--- src/rtl/charpos_map_pkg.sv ---
package charpos_map_pkg;
  localparam int unsigned ADDR_W     = 7;
  localparam int unsigned OFF_W      = 7;
  localparam int unsigned LEN_ONE    = 80;
  localparam int unsigned LEN_TWO    = 40;
  localparam logic [ADDR_W-1:0] LINE2_BASE = 7'h40;

  typedef enum logic [1:0] {SH_HOLD, SH_LEFT, SH_RIGHT, SH_ZERO} shift_op_e;
endpackage

--- src/rtl/charpos_shift_ctr.sv ---
module charpos_shift_ctr
  import charpos_map_pkg::*;
(
  input  logic             clk_i,
  input  logic             rst_ni,
  input  logic             two_line_i,
  input  logic             shift_vld_i,
  input  logic             shift_right_i,
  input  logic             shift_clr_i,
  output logic [OFF_W-1:0] off_o
);
  localparam logic [OFF_W-1:0] LAST_ONE = OFF_W'(LEN_ONE - 1);
  localparam logic [OFF_W-1:0] LAST_TWO = OFF_W'(LEN_TWO - 1);

  logic             mode_q;
  logic [OFF_W-1:0] off_q, off_d, last;
  shift_op_e        op;

  assign last = mode_q ? LAST_TWO : LAST_ONE;

  always_comb begin
    if (shift_clr_i || (two_line_i != mode_q)) op = SH_ZERO;
    else if (shift_vld_i)                      op = shift_right_i ? SH_RIGHT : SH_LEFT;
    else                                       op = SH_HOLD;
  end

  always_comb begin
    unique case (op)
      SH_ZERO:  off_d = '0;
      SH_LEFT:  off_d = (off_q == last) ? '0 : off_q + 1'b1;
      SH_RIGHT: off_d = (off_q == '0) ? last : off_q - 1'b1;
      default:  off_d = off_q;
    endcase
  end

  always_ff @(posedge clk_i or negedge rst_ni) begin
    if (!rst_ni) begin
      off_q  <= '0;
      mode_q <= 1'b0;
    end else begin
      off_q  <= off_d;
      mode_q <= two_line_i;
    end
  end

  assign off_o = off_q;

  p_off_range_r6: assert property (@(posedge clk_i) disable iff (!rst_ni)
    off_q <= (mode_q ? LAST_TWO : LAST_ONE));
  p_clr_zero_r7: assert property (@(posedge clk_i) disable iff (!rst_ni)
    shift_clr_i |=> off_q == '0);
  p_mode_zero_r8: assert property (@(posedge clk_i) disable iff (!rst_ni)
    (two_line_i != mode_q) |=> off_q == '0);
  p_right_wrap_r5: assert property (@(posedge clk_i) disable iff (!rst_ni)
    (shift_vld_i && shift_right_i && !shift_clr_i && two_line_i == mode_q && off_q == '0)
    |=> off_q == (two_line_i ? LAST_TWO : LAST_ONE));
endmodule

--- src/rtl/charpos_addr_calc.sv ---
module charpos_addr_calc
  import charpos_map_pkg::*;
#(
  parameter int unsigned COL_W = 3
) (
  input  logic              clk_i,
  input  logic              rst_ni,
  input  logic              two_line_i,
  input  logic              line_i,
  input  logic [COL_W-1:0]  col_i,
  input  logic [OFF_W-1:0]  off_i,
  output logic [ADDR_W-1:0] addr_o
);
  localparam int unsigned SW = OFF_W + 1;

  logic [SW-1:0]     len, off_eff, sum, pos;
  logic [ADDR_W-1:0] base, addr_q;

  assign len     = two_line_i ? SW'(LEN_TWO) : SW'(LEN_ONE);
  // offset may briefly exceed the band on the cycle the mode flips
  assign off_eff = ({1'b0, off_i} >= len) ? {1'b0, off_i} - len : {1'b0, off_i};
  assign sum     = SW'(col_i) + off_eff;
  assign pos     = (sum >= len) ? sum - len : sum;
  assign base    = (two_line_i && line_i) ? LINE2_BASE : '0;

  always_ff @(posedge clk_i or negedge rst_ni) begin
    if (!rst_ni) addr_q <= '0;
    else         addr_q <= base + pos[ADDR_W-1:0];
  end

  assign addr_o = addr_q;

  p_one_band_r6: assert property (@(posedge clk_i) disable iff (!rst_ni)
    !two_line_i |=> addr_q < ADDR_W'(LEN_ONE));
  p_two_band_r6: assert property (@(posedge clk_i) disable iff (!rst_ni)
    two_line_i |=> (addr_q < ADDR_W'(LEN_TWO)) ||
                   (addr_q >= LINE2_BASE && addr_q < LINE2_BASE + ADDR_W'(LEN_TWO)));
  p_line2_r3: assert property (@(posedge clk_i) disable iff (!rst_ni)
    (two_line_i && line_i) |=> addr_q[ADDR_W-1]);
endmodule

--- src/rtl/charpos_addr_map.sv ---
module charpos_addr_map
  import charpos_map_pkg::*;
#(
  parameter int unsigned VIS_COLS = 8,
  localparam int unsigned COL_W   = $clog2(VIS_COLS)
) (
  input  logic              clk_i,
  input  logic              rst_ni,
  input  logic              two_line_i,
  input  logic              shift_vld_i,
  input  logic              shift_right_i,
  input  logic              shift_clr_i,
  input  logic              line_i,
  input  logic [COL_W-1:0]  col_i,
  output logic [ADDR_W-1:0] addr_o,
  output logic [OFF_W-1:0]  offset_o
);
  logic [OFF_W-1:0] off;

  generate
    if (VIS_COLS < 2 || VIS_COLS > LEN_TWO) begin : g_bad_cols
      initial $error("VIS_COLS must lie in 2..40");
    end
  endgenerate

  charpos_shift_ctr u_shift (
    .clk_i, .rst_ni, .two_line_i, .shift_vld_i, .shift_right_i, .shift_clr_i,
    .off_o(off)
  );

  charpos_addr_calc #(.COL_W(COL_W)) u_calc (
    .clk_i, .rst_ni, .two_line_i, .line_i, .col_i,
    .off_i(off), .addr_o
  );

  assign offset_o = off;
endmodule

--- config.mk ---
export PLATFORM = sky130hd
export DESIGN_NAME = charpos_addr_map
export DESIGN_NICKNAME = d
export VERILOG_FILES = /design/src/rtl/charpos_map_pkg.sv /design/src/rtl/charpos_shift_ctr.sv /design/src/rtl/charpos_addr_calc.sv /design/src/rtl/charpos_addr_map.sv
export SDC_FILE = /design/constraint.sdc
export NUM_CORES = 1
export LEC_CHECK = 0
export ABC_AREA = 1
export ABC_CLOCK_PERIOD_IN_PS = 3000
export BUFFER_PORTS_ARGS = -buffer_cell sky130_fd_sc_hd__buf_2
export CAP_MARGIN = 20
export CORE_UTILIZATION = 53
export CTS_CLUSTER_SIZE = 25
export DETAILED_ROUTE_END_ITERATION = 10
export PLACE_DENSITY = 0.77
export SLEW_MARGIN = 20
export SYNTH_ARGS = -nofsm -noshare
export SYNTH_HDL_FRONTEND = slang
export SYNTH_HIERARCHICAL = 1
export SYNTH_SLANG_ARGS = --single-unit
--- constraint.sdc ---
create_clock -name clk_i -period 3 [get_ports clk_i]
set_input_delay 0.15 -clock clk_i [delete_from_list [all_inputs] [get_ports clk_i]]
set_output_delay 0.15 -clock clk_i [all_outputs]
set_load 0.03 [all_outputs]
==> impl_summary.md <==
Run status
The flow ran to the end, but the final reports show violations. The checks that failed: setup timing.

Clock network
The clock drives 15 sinks. The master cell of the clock root buffer is clkbuf_4. For the worst-skew pair, the clock arrives at the later sink with an insertion delay of 0.31 ns. The CTS tree is built. After clock tree synthesis, the clock-pin slew on the worst setup and hold paths is 0.10 ns.

The H-tree level count is 1. The number of CTS-inserted buffers is 3. The maximum number of buffers from clock root to sink is 2.

Worst setup path
The number of cells on the worst reg-to-reg path is 19. STA classifies the critical path startpoint as a flip-flop. The critical path is of the reg2reg type. In this run the worst path has a maximum fanout of 7. The data arrival time of the worst path is about 3.5 ns.

Across all register-to-register paths, the minimum setup slack is -0.25 ns. The worst register-to-register path ends at u_calc/addr_o[3]$_DFF_PN0_. The type of element capturing the critical path is a flip-flop. The worst register-to-register path begins at u_shift/off_o[5]$_DFFE_PN0P_.

Data on the critical path is required at its endpoint by ~3.2 ns.

Job
Max-cap violations in this run came to 0.

Logic synthesis
In this run, distinct cell masters in the synthesized netlist total 33. The count of flip-flops with a built-in enable after synthesis is 0. The share of synthesized area in the top cell type comes to 0.209.

The commonest cells after synthesis are nand2_1, inv_1, nand3_1. The biggest area contributor in the post-synthesis netlist is dfrtp_1. A synthesized cell averages between 6 and 7 um2. The most common cell in the netlist is nand2_1.

Of all flip-flops after synthesis, the portion carrying an async set or reset was 1.00. The number of nets in the synthesized netlist is 287. By area the synthesized netlist is led by dfrtp_1, nand2_1, ha_1. The cell count after synthesis is 257. The most used flip-flop cell after synthesis is dfrtp_1. The area of the mapped netlist is ~1800 um2. The register bit total from synthesis is 15. The number of warnings issued by yosys is 6. For this run, the register share of the synthesized area comes to 0.209.

Global routing
The number of antenna violations at the first check in global routing came to 0. The number of global-route vias before repair is 1583. Entering global routing, the biggest net connects 16 pins.

In the global route stage, overall resource usage came out at 0.253. For this run the aggregate overflow at the end of global routing stands at 0. The wire length of the first global-routing pass is between 6000 and 7000 um.

Floorplanning
The die span in x is 60.2 um. The height of the die is 60.2 um. The die footprint is 3620 um2.

The core region is 3130 um2. The initial standard-cell utilization of the core is 0.574. The floorplan has 20 rows. 24 I/O pins were placed.

Drt
The pre-antenna-repair detailed-routing pass consisted of 4 iterations. The total wirelength of the detailed-routed design is roughly 5200 um. The total number of vias is 1888.

The initial detailed-routing violation count is ~110. Using the TritonRoute via totals, the vias-per-cell ratio works out to ~5.3. The DRC violations left is 0.

Once detail routing completed, the nets flagged for antenna violations numbered 0. The routed length per placed instance is between 10 and 15 um.

Worst hold path
The depth of the worst hold-timing path is 1. The terminating pin of the worst hold path is u_shift/mode_q$_DFF_PN0_. The worst hold path belongs to the class in2reg. The startpoint identified for the worst hold timing path is two_line_i.

Timing
The final-report setup violation count is 4. The maximum clock rate is ~310 MHz. The final count of hold timing violations was 0. Once routing completed, OpenROAD measured the worst setup slack at -0.253 ns. Measured against its own limit, the worst slew margin works out to 0.638. The maximum clock skew at final layout is ~0.007 ns. The worst path in the final design needs a cycle of 3.25 ns, including I/O delays and setup. Setup repair after global routing could not meet its margin everywhere. The part of the cycle the worst path needs is 1.08. The final number of max-transition violations is 0. For the pin with the worst max-slew slack, the measured transition is between 0.5 and 0.6 ns.

Place
Once placement finished, the instance area stood at 2050 um2. The count of input and output buffers is 23. Once detailed placement completed, the half-perimeter wirelength came to approximately 3100 um.

The last weighted congestion value of the routability-driven placer is around 0.9.

Cells and area
The net count reported at finish is 340. The growth of design area from synthesis to finish is 36.3%. The fraction of final layout cells sized beyond drive strength 1 is 0.408. The finished cells cover 2450 um2. The utilization after layout is 0.782. The number of antenna repair diodes is 0.

Power and ir drop
The worst-case IR drop observed on VDD is between 0.2 and 0.25 mV. The leakage dissipation is between 1 and 1.5 nW. The total power divided by cell area is 456 nW/um2.
placed cells by master, fill, tap and decap left out, types with 2 or more instances in the layout:
cell type  Yosys  routed
nand2_1       65      60
inv_1         41      35
buf_4          0      25
buf_2          0      23
nand3_1       22      19
nor2_1        17      12
nand2_2       10      11
dfrtp_1       15      11
ha_1          17      10
inv_2          4       9
nor2_2         6       9
o21ai_0        9       9
ha_4           0       6
nand2_4        2       5
nand3_4        2       5
a21oi_1        6       5
nor2_4         3       5
xor2_1         7       4
dfrtp_2        0       4
clkbuf_4       0       3
xor2_2         0       3
o211ai_1       3       3
nand4_1        3       3
xnor2_1        3       2
a21oi_4        1       2
nand3b_1       2       2
nand3_2        2       2
fa_1           3       2
buf_6          2       2
nor3_1         3       2
how the worst max path moves through the flow:
stage / start / endpoint / slack, ns / cells past startpoint
CTS: u_shift/off_o[3]$_DFFE_PN0P_ / u_calc/addr_o[6]$_DFF_PN0_ / 0.005 / 23
global placement: u_shift/off_o[3]$_DFFE_PN0P_ / u_calc/addr_o[6]$_DFF_PN0_ / -0.05 / 23
finish: u_shift/off_o[5]$_DFFE_PN0P_ / u_calc/addr_o[3]$_DFF_PN0_ / -0.25 / 19
floorplan: u_shift/off_o[0]$_DFFE_PN0P_ / u_calc/addr_o[6]$_DFF_PN0_ / 0.03 / 18
detailed placement: u_shift/off_o[0]$_DFFE_PN0P_ / u_calc/addr_o[6]$_DFF_PN0_ / -0.09 / 18
global route: u_shift/off_o[5]$_DFFE_PN0P_ / u_calc/addr_o[6]$_DFF_PN0_ / -0.44 / 20
routing by layer:
layer	vias up	global-route usage	wire length, um
met2	74	0.424	2720
met1	882	0.306	2080
li1	912	-	-
met5	-	0	0
met3	20	0.0541	234
met4	0	0.116	194
sequential cells by signal, indices dropped and copies added, names as in the netlist:
| name | count |
|---|---|
| u_calc/addr_o | 7 |
| u_shift/mode_q | 1 |
| u_shift/off_o | 7 |
kinds of logic (layout without fill, tap and decap cells):
logic type,Yosys count,count (layout),synth area share
compound gates,23,23,0.0794
xor+xnor,10,10,0.0488
fa+ha+maj,20,20,0.152
buf+inv,48,100,0.109
flops,15,15,0.209
simple gates,141,141,0.401
critical path: stages, from the launching register on:
cell and delay [ns]:
dfrtp_2 0.43, ha_4 0.26, nand2_2 0.07, nand2_2 0.07
a21oi_4 0.24, nand2_4 0.12, nand2_4 0.12, nand2_8 0.08
nor3_4 0.21, xor2_2 0.21, inv_2 0.07, ha_4 0.28
inv_4 0.04, nor2_2 0.07, nand3_1 0.11, o31ai_2 0.29
nor2_2 0.12, nand3_4 0.16, or2_1 0.13, o21ai_2 0.05
stage by stage:
step                      total power [W]  TNS [ns]  hold slack (ns)  worst slack (ns)  std cells
after global routing              0.00119     -1.70           0.0834            -0.439        353
after detailed placement         0.000803    -0.171           0.0725           -0.0875        331
after global placement           0.000796   -0.0801           0.0717           -0.0465        331
after CTS                        0.000960         0           0.0847           0.00470        343
final                             0.00112    -0.954           0.0810            -0.253        353
after floorplan                  0.000674         0           -0.146            0.0313        257
final cells by class:
type | instances | area, um2
clock inverters | 1 | 5.00
well taps | 44 | 55.1
flip-flops and latches | 15 | 380
multi-input cells | 194 | 1480
inverters | 45 | 171
repair buffers | 51 | 335
fillers | 209 | 681
clock buffers | 3 | 22.5
report_power, final:
| group | internal, W | switching, W | leakage, nW | total, W |
|---|---|---|---|---|
| Clock | 0.0000499 | 0.0000764 | 0.0177 | 0.000126 |
| Sequential | 0.000240 | 0.0000118 | 0.188 | 0.000252 |
| Combinational | 0.000283 | 0.000454 | 1.07 | 0.000737 |
| Total | 0.000573 | 0.000542 | 1.27 | 0.00112 |
what timing repair did:
item                       CTS  global route
buffers inserted             7            10
pin swaps                   16            29
setup endpoints to repair    4             4
hold buffers                 1             0
resized for setup           12            35
hold endpoints to repair    15             0
Note: power is estimated with default switching activity, not from simulation.
